===== src/rtl/tmr_pkg.sv =====
package tmr_pkg;
  typedef enum logic [1:0] {
    ACT_NONE   = 2'b00,
    ACT_LOW    = 2'b01,
    ACT_HIGH   = 2'b10,
    ACT_TOGGLE = 2'b11
  } pin_act_e;

  localparam int ADDR_W    = 2;
  localparam int CTRL_W    = 5;
  localparam int NUM_CH    = 2;
  localparam logic [ADDR_W-1:0] ADDR_CNT  = 2'd0;
  localparam logic [ADDR_W-1:0] ADDR_CMPA = 2'd1;
  localparam logic [ADDR_W-1:0] ADDR_CMPB = 2'd2;
  localparam logic [ADDR_W-1:0] ADDR_CTRL = 2'd3;
  localparam int CTRL_CAP_BIT = 4;
endpackage


===== src/rtl/tmr_edge_capture.sv =====
module tmr_edge_capture #(
  parameter int SYNC_STAGES = 2
) (
  input  logic       clk,
  input  logic       rst_n,
  input  logic       cap_in,
  input  logic       enable,
  input  logic [1:0] edge_sel,
  output logic       fire
);
  logic [SYNC_STAGES-1:0] sync_q;
  logic                   last_q;
  logic                   rise, fall;

  always_ff @(posedge clk or negedge rst_n) begin
    if (!rst_n) begin
      sync_q <= '0;
      last_q <= 1'b0;
    end else begin
      sync_q <= {sync_q[SYNC_STAGES-2:0], cap_in};
      last_q <= sync_q[SYNC_STAGES-1];
    end
  end

  assign rise = sync_q[SYNC_STAGES-1] & ~last_q;
  assign fall = ~sync_q[SYNC_STAGES-1] & last_q;
  // bit 0 selects rising, bit 1 selects falling
  assign fire = enable & ((edge_sel[0] & rise) | (edge_sel[1] & fall));
endmodule


===== src/rtl/tmr_match_unit.sv =====
module tmr_match_unit
  import tmr_pkg::*;
#(
  parameter int CNT_W = 8
) (
  input  logic [CNT_W-1:0] cnt,
  input  logic [CNT_W-1:0] ref_val,
  input  logic             tick,
  input  logic             enable,
  input  logic [1:0]       act,
  output pin_act_e         req
);
  always_comb begin
    req = ACT_NONE;
    if (enable && tick && (cnt == ref_val)) req = pin_act_e'(act);
  end
endmodule


===== src/rtl/tmr_pin_resolve.sv =====
module tmr_pin_resolve
  import tmr_pkg::*;
#(
  parameter int NUM_REQ = 2
) (
  input  logic                  clk,
  input  logic                  rst_n,
  input  logic                  out_en,
  input  logic [NUM_REQ-1:0][1:0] reqs,
  output logic                  pin
);
  pin_act_e win;

  // encodings rank numerically: invert > high > low > none
  always_comb begin
    win = ACT_NONE;
    for (int i = 0; i < NUM_REQ; i++) begin
      if (reqs[i] > win) win = pin_act_e'(reqs[i]);
    end
  end

  always_ff @(posedge clk or negedge rst_n) begin
    if (!rst_n) pin <= 1'b0;
    else if (out_en) begin
      unique case (win)
        ACT_NONE:   pin <= pin;
        ACT_LOW:    pin <= 1'b0;
        ACT_HIGH:   pin <= 1'b1;
        ACT_TOGGLE: pin <= ~pin;
      endcase
    end
  end
endmodule


===== src/rtl/dual_cmp_timer.sv =====
module dual_cmp_timer
  import tmr_pkg::*;
#(
  parameter int CNT_W       = 8,
  parameter int SYNC_STAGES = 2
) (
  input  logic              clk,
  input  logic              rst_n,
  input  logic              cnt_tick,
  input  logic              wr_en,
  input  logic [ADDR_W-1:0] wr_addr,
  input  logic [CNT_W-1:0]  wr_data,
  input  logic [ADDR_W-1:0] rd_addr,
  output logic [CNT_W-1:0]  rd_data,
  input  logic              cap_in,
  output logic              tmr_out
);
  logic [CNT_W-1:0]  cnt_q, cmp_a_q, cmp_b_q;
  logic [CTRL_W-1:0] ctrl_q;
  logic              cap_en, cap_fire, out_en;
  logic [NUM_CH-1:0][CNT_W-1:0] refs;
  logic [NUM_CH-1:0][1:0]       acts;
  logic [NUM_CH-1:0]            ch_en;
  logic [NUM_CH-1:0][1:0]       reqs;

  assign cap_en = ctrl_q[CTRL_CAP_BIT];
  assign out_en = |ctrl_q[3:0];

  always_ff @(posedge clk or negedge rst_n) begin
    if (!rst_n) cnt_q <= '0;
    else if (wr_en && wr_addr == ADDR_CNT) cnt_q <= wr_data;
    else if (cnt_tick) cnt_q <= cnt_q + 1'b1;
  end

  always_ff @(posedge clk or negedge rst_n) begin
    if (!rst_n) begin
      cmp_a_q <= '0;
      cmp_b_q <= '0;
      ctrl_q  <= '0;
    end else begin
      if (wr_en && wr_addr == ADDR_CMPA) cmp_a_q <= wr_data;
      if (cap_fire) cmp_b_q <= cnt_q;
      else if (wr_en && wr_addr == ADDR_CMPB) cmp_b_q <= wr_data;
      if (wr_en && wr_addr == ADDR_CTRL) ctrl_q <= wr_data[CTRL_W-1:0];
    end
  end

  always_comb begin
    unique case (rd_addr)
      ADDR_CNT:  rd_data = cnt_q;
      ADDR_CMPA: rd_data = cmp_a_q;
      ADDR_CMPB: rd_data = cmp_b_q;
      default:   rd_data = CNT_W'(ctrl_q);
    endcase
  end

  assign refs  = {cmp_b_q, cmp_a_q};
  assign acts  = {ctrl_q[3:2], ctrl_q[1:0]};
  assign ch_en = {~cap_en, 1'b1};

  for (genvar g = 0; g < NUM_CH; g++) begin : g_ch
    pin_act_e req_e;
    tmr_match_unit #(.CNT_W(CNT_W)) u_match (
      .cnt     (cnt_q),
      .ref_val (refs[g]),
      .tick    (cnt_tick),
      .enable  (ch_en[g]),
      .act     (acts[g]),
      .req     (req_e)
    );
    assign reqs[g] = req_e;
  end

  tmr_edge_capture #(.SYNC_STAGES(SYNC_STAGES)) u_cap (
    .clk      (clk),
    .rst_n    (rst_n),
    .cap_in   (cap_in),
    .enable   (cap_en),
    .edge_sel (ctrl_q[3:2]),
    .fire     (cap_fire)
  );

  tmr_pin_resolve #(.NUM_REQ(NUM_CH)) u_pin (
    .clk    (clk),
    .rst_n  (rst_n),
    .out_en (out_en),
    .reqs   (reqs),
    .pin    (tmr_out)
  );
endmodule


===== config.mk =====
export PLATFORM = sky130hd
export DESIGN_NAME = dual_cmp_timer
export DESIGN_NICKNAME = d
export VERILOG_FILES = /design/src/rtl/tmr_pkg.sv /design/src/rtl/tmr_edge_capture.sv /design/src/rtl/tmr_match_unit.sv /design/src/rtl/tmr_pin_resolve.sv /design/src/rtl/dual_cmp_timer.sv
export SDC_FILE = /design/constraint.sdc
export NUM_CORES = 1
export LEC_CHECK = 0
export ABC_AREA = 1
export BUFFER_PORTS_ARGS = -buffer_cell sky130_fd_sc_hd__buf_2
export CELL_PAD_IN_SITES_DETAIL_PLACEMENT = 2
export CELL_PAD_IN_SITES_GLOBAL_PLACEMENT = 2
export CORE_MARGIN = 1
export CORE_UTILIZATION = 35
export DETAILED_ROUTE_END_ITERATION = 7
export MAX_ROUTING_LAYER = met4
export PLACE_DENSITY = 0.92
export SLEW_MARGIN = 25
export SYNTH_ARGS = -nofsm -noshare
export SYNTH_HDL_FRONTEND = slang
export SYNTH_SLANG_ARGS = --single-unit

===== constraint.sdc =====
create_clock -name clk -period 4 [get_ports clk]
set_clock_uncertainty 0.05 [all_clocks]
set_input_delay 0.2 -clock clk [delete_from_list [all_inputs] [get_ports clk]]
set_output_delay 0.2 -clock clk [all_outputs]
set_load 0.02 [all_outputs]

# == Yosys cells after proc, flatten, opt, wreduce, memory -nomap -nowiden ==
# Cells that the tools add are included.
# classes
add_sub_neg,1
mul,0
div,0
order_cmp,2
eq_ne,10
shift,0
muxes,10
bitwise_logic,11
reduce_logical,14
# op_table
cell,count
2-to-1 mux 8 bit,4
one-hot mux 8 bit (3 select lines),1
== test 8 bit,2
== test 2 bit (second input constant),5
adder 8 x 1 -> 8 bit (second input constant),1
2-to-1 mux 2 bit,4
logical AND 1 bit,7
== test 2 x 1 -> 1 bit (second input constant),3
logical NOT 2 bit,3
AND 1 bit,5
inverter 1 bit,5
nonzero test 2 bit,2
OR reduction 4 bit,1
one-hot mux 1 bit (3 select lines),1
> comparator 2 x 1 -> 1 bit (second input constant),1
> comparator 2 bit,1
AND reduction 2 bit,1
OR 1 bit,1
# word_totals
reg_bits,33
latchBits,0
ramBits,0
mem_bits_ro,0
in_bits,17
output_inout_bits,9
n_memories,0

# == Longest topological paths before layout ==
# depth
ltp_word,10
depth_mapped,17
ltp_nobuf,17

# == By module ==
# Synthesis repeated with hierarchy kept, for this count alone.
# unflattened
cells_unflattened,345
hier_area_um2,2220.9
# by_module_without_submodules
mod,n_inst,cells_each,area_each_um2,seq_area_each_um2
dual_cmp_timer,1,233,1640.3,725.7
tmr_match_unit,2,40,165.2,0.0
tmr_pin_resolve,1,22,147.6,25.0
tmr_edge_capture,1,10,102.6,75.1

# == Worst setup path before layout ==
# Ideal clock, no wire load.
# synth_path
kind,register to register
startpoint,register cnt_q[0]
endpoint,register u_pin.pin
setup_ns,0.113
arrival_time_ns,1.656
required_ns,3.837
setup_slack_ns,2.181
stages_incl_launch_ff,15
period_less_slack_ns,1.819
path_cell_list,dfrtp_1 nand2_1 nand2_1 nor2_1 nand2_1 nor2_2 nand3_1 inv_1 ha_1 a22oi_1 inv_1 nand2_1 nand3_1 nand2_1 inv_1
# synth_via
elab_chain_cells,10
# synth_rtl
item,line,source
"start, declared",dual_cmp_timer.sv:18,"logic [CNT_W-1:0] cnt_q, cmp_a_q, cmp_b_q;"
"start signal, assigned",dual_cmp_timer.sv:31,else if (wr_en && wr_addr == ADDR_CNT) cnt_q <= wr_data;
"start signal, assigned",dual_cmp_timer.sv:32,else if (cnt_tick) cnt_q <= cnt_q + 1'b1;
== test 8 bit,tmr_match_unit.sv:15,if (enable && tick && (cnt == ref_val)) req = pin_act_e'(act);
logical AND 1 bit,tmr_match_unit.sv:15,
2-to-1 mux 2 bit,tmr_match_unit.sv:15,
> comparator 2 x 1 -> 1 bit,tmr_pin_resolve.sv:18,if (reqs[i] > win) win = pin_act_e'(reqs[i]);
2-to-1 mux 2 bit,tmr_pin_resolve.sv:18,
> comparator 2 bit,tmr_pin_resolve.sv:18,
2-to-1 mux 2 bit (*),tmr_pin_resolve.sv:18,
branches (longest 3 deep; another with one-hot mux 1 bit (3 select lines)),n/a,
"end signal, assigned",tmr_pin_resolve.sv:26,ACT_NONE: pin <= pin;
"end signal, assigned",tmr_pin_resolve.sv:29,ACT_TOGGLE: pin <= ~pin;
"end, declared",tmr_pin_resolve.sv:10,output logic pin
# Every way passes the cells marked *.
# A chain may end at the register's enable or synchronous reset.

# == Worst setup path after layout ==
# layout_path
startpoint,register cnt_q[3]
endpoint,register u_pin.pin
# The elaborated chain is that of the path after synthesis.

==> impl_metrics.ini <==
[run_status]
outcome = complete, no violations

[clock_tree]
clkTransAtPathRegs_ps = 80
cts_buffers = 5
cts.repair.resized = 0
cts_tree = built
clkSinkCount = 33
clockRootBuffer = clkbuf_8
post_cts_buffers = 0
holdBufCountCts = 2
htreeDepth = 2
clk_path_buf_depth = 2
clkLatencyLatePin_ps = 310

[worst_setup_path]
worstPathRequired_ps = 4160
arrival_ps = 2360
critPathMostFrequentCell = nand2_1
slowest_stage = dfrtp_1
crit_chain = inv_2 -> nand2_1 -> nand2_1 -> nor2_1 -> nand2_1 -> nor2_2 -> nand3_1 -> inv_1 -> ha_1 -> a22oi_1 -> inv_1 -> nand2_1 -> nand3_1 -> nand2_1 -> inv_1
worstSetupPathType = reg -> reg
cp_max_fo = 6
end_kind = flip-flop
slowest_delay_ps = 490
rrSetupSlack_ps = 1800
start_kind = flip-flop

[timing]
fin_crit_sh_pct = 55.05
slew_headroom_pct = 46.51
finalSetupViolCount = 0
hold_slack_ps = 110.6
rsz0062_at_grt = no
hold_viol_final = 0
timing.final.ws_setup_ps = 1798
drv_slew = 0
max_freq_mhz = 454.1
fin_crit_ps = 2202
tightest_slew_ps = 802.3
fin_setup_tns_ps = 0

[place]
gp_congestion = 0.8757
pre_cts_slack_ps = 1825
hpwl_um = 5212
portBuffers = 25
dpl_cell_area_mm2 = 0.002200

[yosys]
synth_xor_area_share_pct = 3.053
netlist_area_mm2 = 0.002008
synth-simple-area-share_pct = 26.85
synth-compound-area-share_pct = 16.14
synthAdderAreaFrac_pct = 2.492
synthCells = 268
ys_types = 27
syn_avg_cell_area_um2 = 7.493
yosys_register_bits = 33
synthMuxAreaShare_pct = 0
syn_nets = 289
yosys_warnings = 0
yosysSeqAreaShare_pct = 41.12
synth_top_family_by_area = simple AND/OR/NAND/NOR gates

[detailed_routing]
wl_per_cell_um = 21.49
firstDrtPassIters = 4
route.detailed.drc = 0
routed_wl_um = 7929
ant_nets = 0
viasPerCell = 5.618
vias = 2073
drt-initial-drc-count = 149

[final_layout]
fillers = 654
layout-drive-gt1-share_pct = 16.50
fin_area_mm2 = 0.002306
nets = 318
area_delta_synth_final_pct = 14.83
antennaDiodeCount = 0

[floorplanning]
io_pins = 26
fp.dieW_um = 77.75
dieHeight_um = 77.75
rows = 27
initial_utilization_pct = 36.47
core-area_mm2 = 0.005507
die-area_mm2 = 0.006044

[grt]
grt_pass1_vias = 2328
grt_pass1_wl_um = 12840
grt_antenna_before_repair = 0
grt_overflow = 0
globalRouteTotalUtil_pct = 29.70
grt_max_degree = 34

[worst_hold_path]
hold_class = in -> reg

[run]
cap_violations = 0

[power]
p_leak_nw = 1.170
powerDensity_mw_per_mm2 = 532.4
peakVddDrop_mv = 0.2650
==> flip-flops by register name, summed over array words and instances, names as in the netlist <==
name	count
cnt_q	8
cmp_a_q	8
u_cap.sync_q	2
ctrl_q	5
cmp_b_q	8
u_pin.pin	1
u_cap.last_q	1
==> final timing paths <==
kind                                 startpoint         endpoint  cells past startpoint
worst max-delay path                   cnt_q[3]        u_pin.pin                     15
worst min-delay path                 wr_data[3]       cmp_b_q[3]                      3
worst max register to register         cnt_q[3]        u_pin.pin                     15
worst min register to register  u_cap.sync_q[0]  u_cap.sync_q[1]                      0
max in group asynchronous                 rst_n         cnt_q[2]                      2
min in group asynchronous                 rst_n         cnt_q[1]                      2
==> through the flow <==
stage               utilization [%]  total power [mW]  instances
floorplan                         -            0.7660        268
detailed placement            39.95            0.9203        360
finish                        41.88             1.228        369
global route                  41.88             1.296        369
global placement              39.95            0.8897        360
CTS                           41.88             1.203        369
==> power breakdown <==
| part | leakage (nW) | total, mW | internal (mW) | switching [mW] |
|---|---|---|---|---|
| clock network | 0.0443 | 0.275 | 0.137 | 0.139 |
| registers | 0.399 | 0.508 | 0.409 | 0.0998 |
| logic | 0.727 | 0.444 | 0.143 | 0.301 |
==> Yosys cell counts <==
cell       count  area (um^2)
o31ai_1        1        7.510
nand3b_2       1        11.26
o21ai_1        2        10.01
inv_1         39        146.4
nor2_2         2        12.51
a22oi_1        1        7.510
o21ai_0       13        65.06
nor2_1        15        56.30
inv_2         10        37.54
xor2_1         7        61.31
o221ai_1      16        140.1
ha_1           4        50.05
nand3_1       21        105.1
nor3_1         1        5.000
clkbuf_1       1        3.750
a21oi_1        9        45.04
nand3_2        1        10.01
nand2_1       74        277.8
o2111ai_1      2        17.52
o22ai_1        3        18.77
nand4_1        3        18.77
nor3_2         2        20.02
nor4_1         1        6.260
buf_2          4        20.02
o211ai_2       1        12.51
dfrtp_1       33        825.8
nor3_4         1        16.27
==> final cells by class <==
type / count / area [um^2] / area share (%)
Multi-Input combinational cell: 181 / 974.7 / 42.27
Sequential cell: 33 / 825.8 / 35.81
Inverter: 49 / 183.9 / 7.976
Timing Repair Buffer: 27 / 145.1 / 6.294
Tap cell: 72 / 90.09 / 3.907
Clock buffer: 7 / 86.33 / 3.744
==> cell families after synthesis <==
| family | after synthesis |
|---|---|
| DFF | 33 |
| buffers and inverters | 54 |
| xor gates and xnor gates | 7 |
| AOI/OAI and AO/OA | 48 |
| adders and majority gates | 4 |
| and+or+nand+nor | 122 |
==> routing by layer <==
| layer | vias to the layer above | global-route usage (%) | wire length [um] |
|---|---|---|---|
| met2 | 63 | 47.35 | 3810 |
| li1 | 940 | - | - |
| met4 | 0 | 12.45 | 247 |
| met3 | 18 | 5.882 | 381 |
| met1 | 1052 | 36.68 | 3489 |
| met5 | - | - | 0 |
==> cells in the final DEF (no fill, tap or decap), drive strengths merged <==
cell type,count
a21oi,9
a22oi,1
buf,25
clkbuf,7
dfrtp,33
dlygate4sd3,2
ha,4
inv,49
nand2,74
nand3,22
nand3b,1
nand4,3
nor2,17
nor3,4
nor4,1
o2111ai,2
o211ai,1
o21ai,15
o221ai,16
o22ai,3
o31ai,1
xor2,7
==> worst max-delay path, delay by kind of cell (launching register included) <==
family / cells / cell delay, ps
flops: 1 / 490
fa+ha+maj: 1 / 240
buf+inv: 4 / 300
simple gates: 9 / 790
compound gates: 1 / 230
Note: power is estimated with default switching activity, not from simulation.
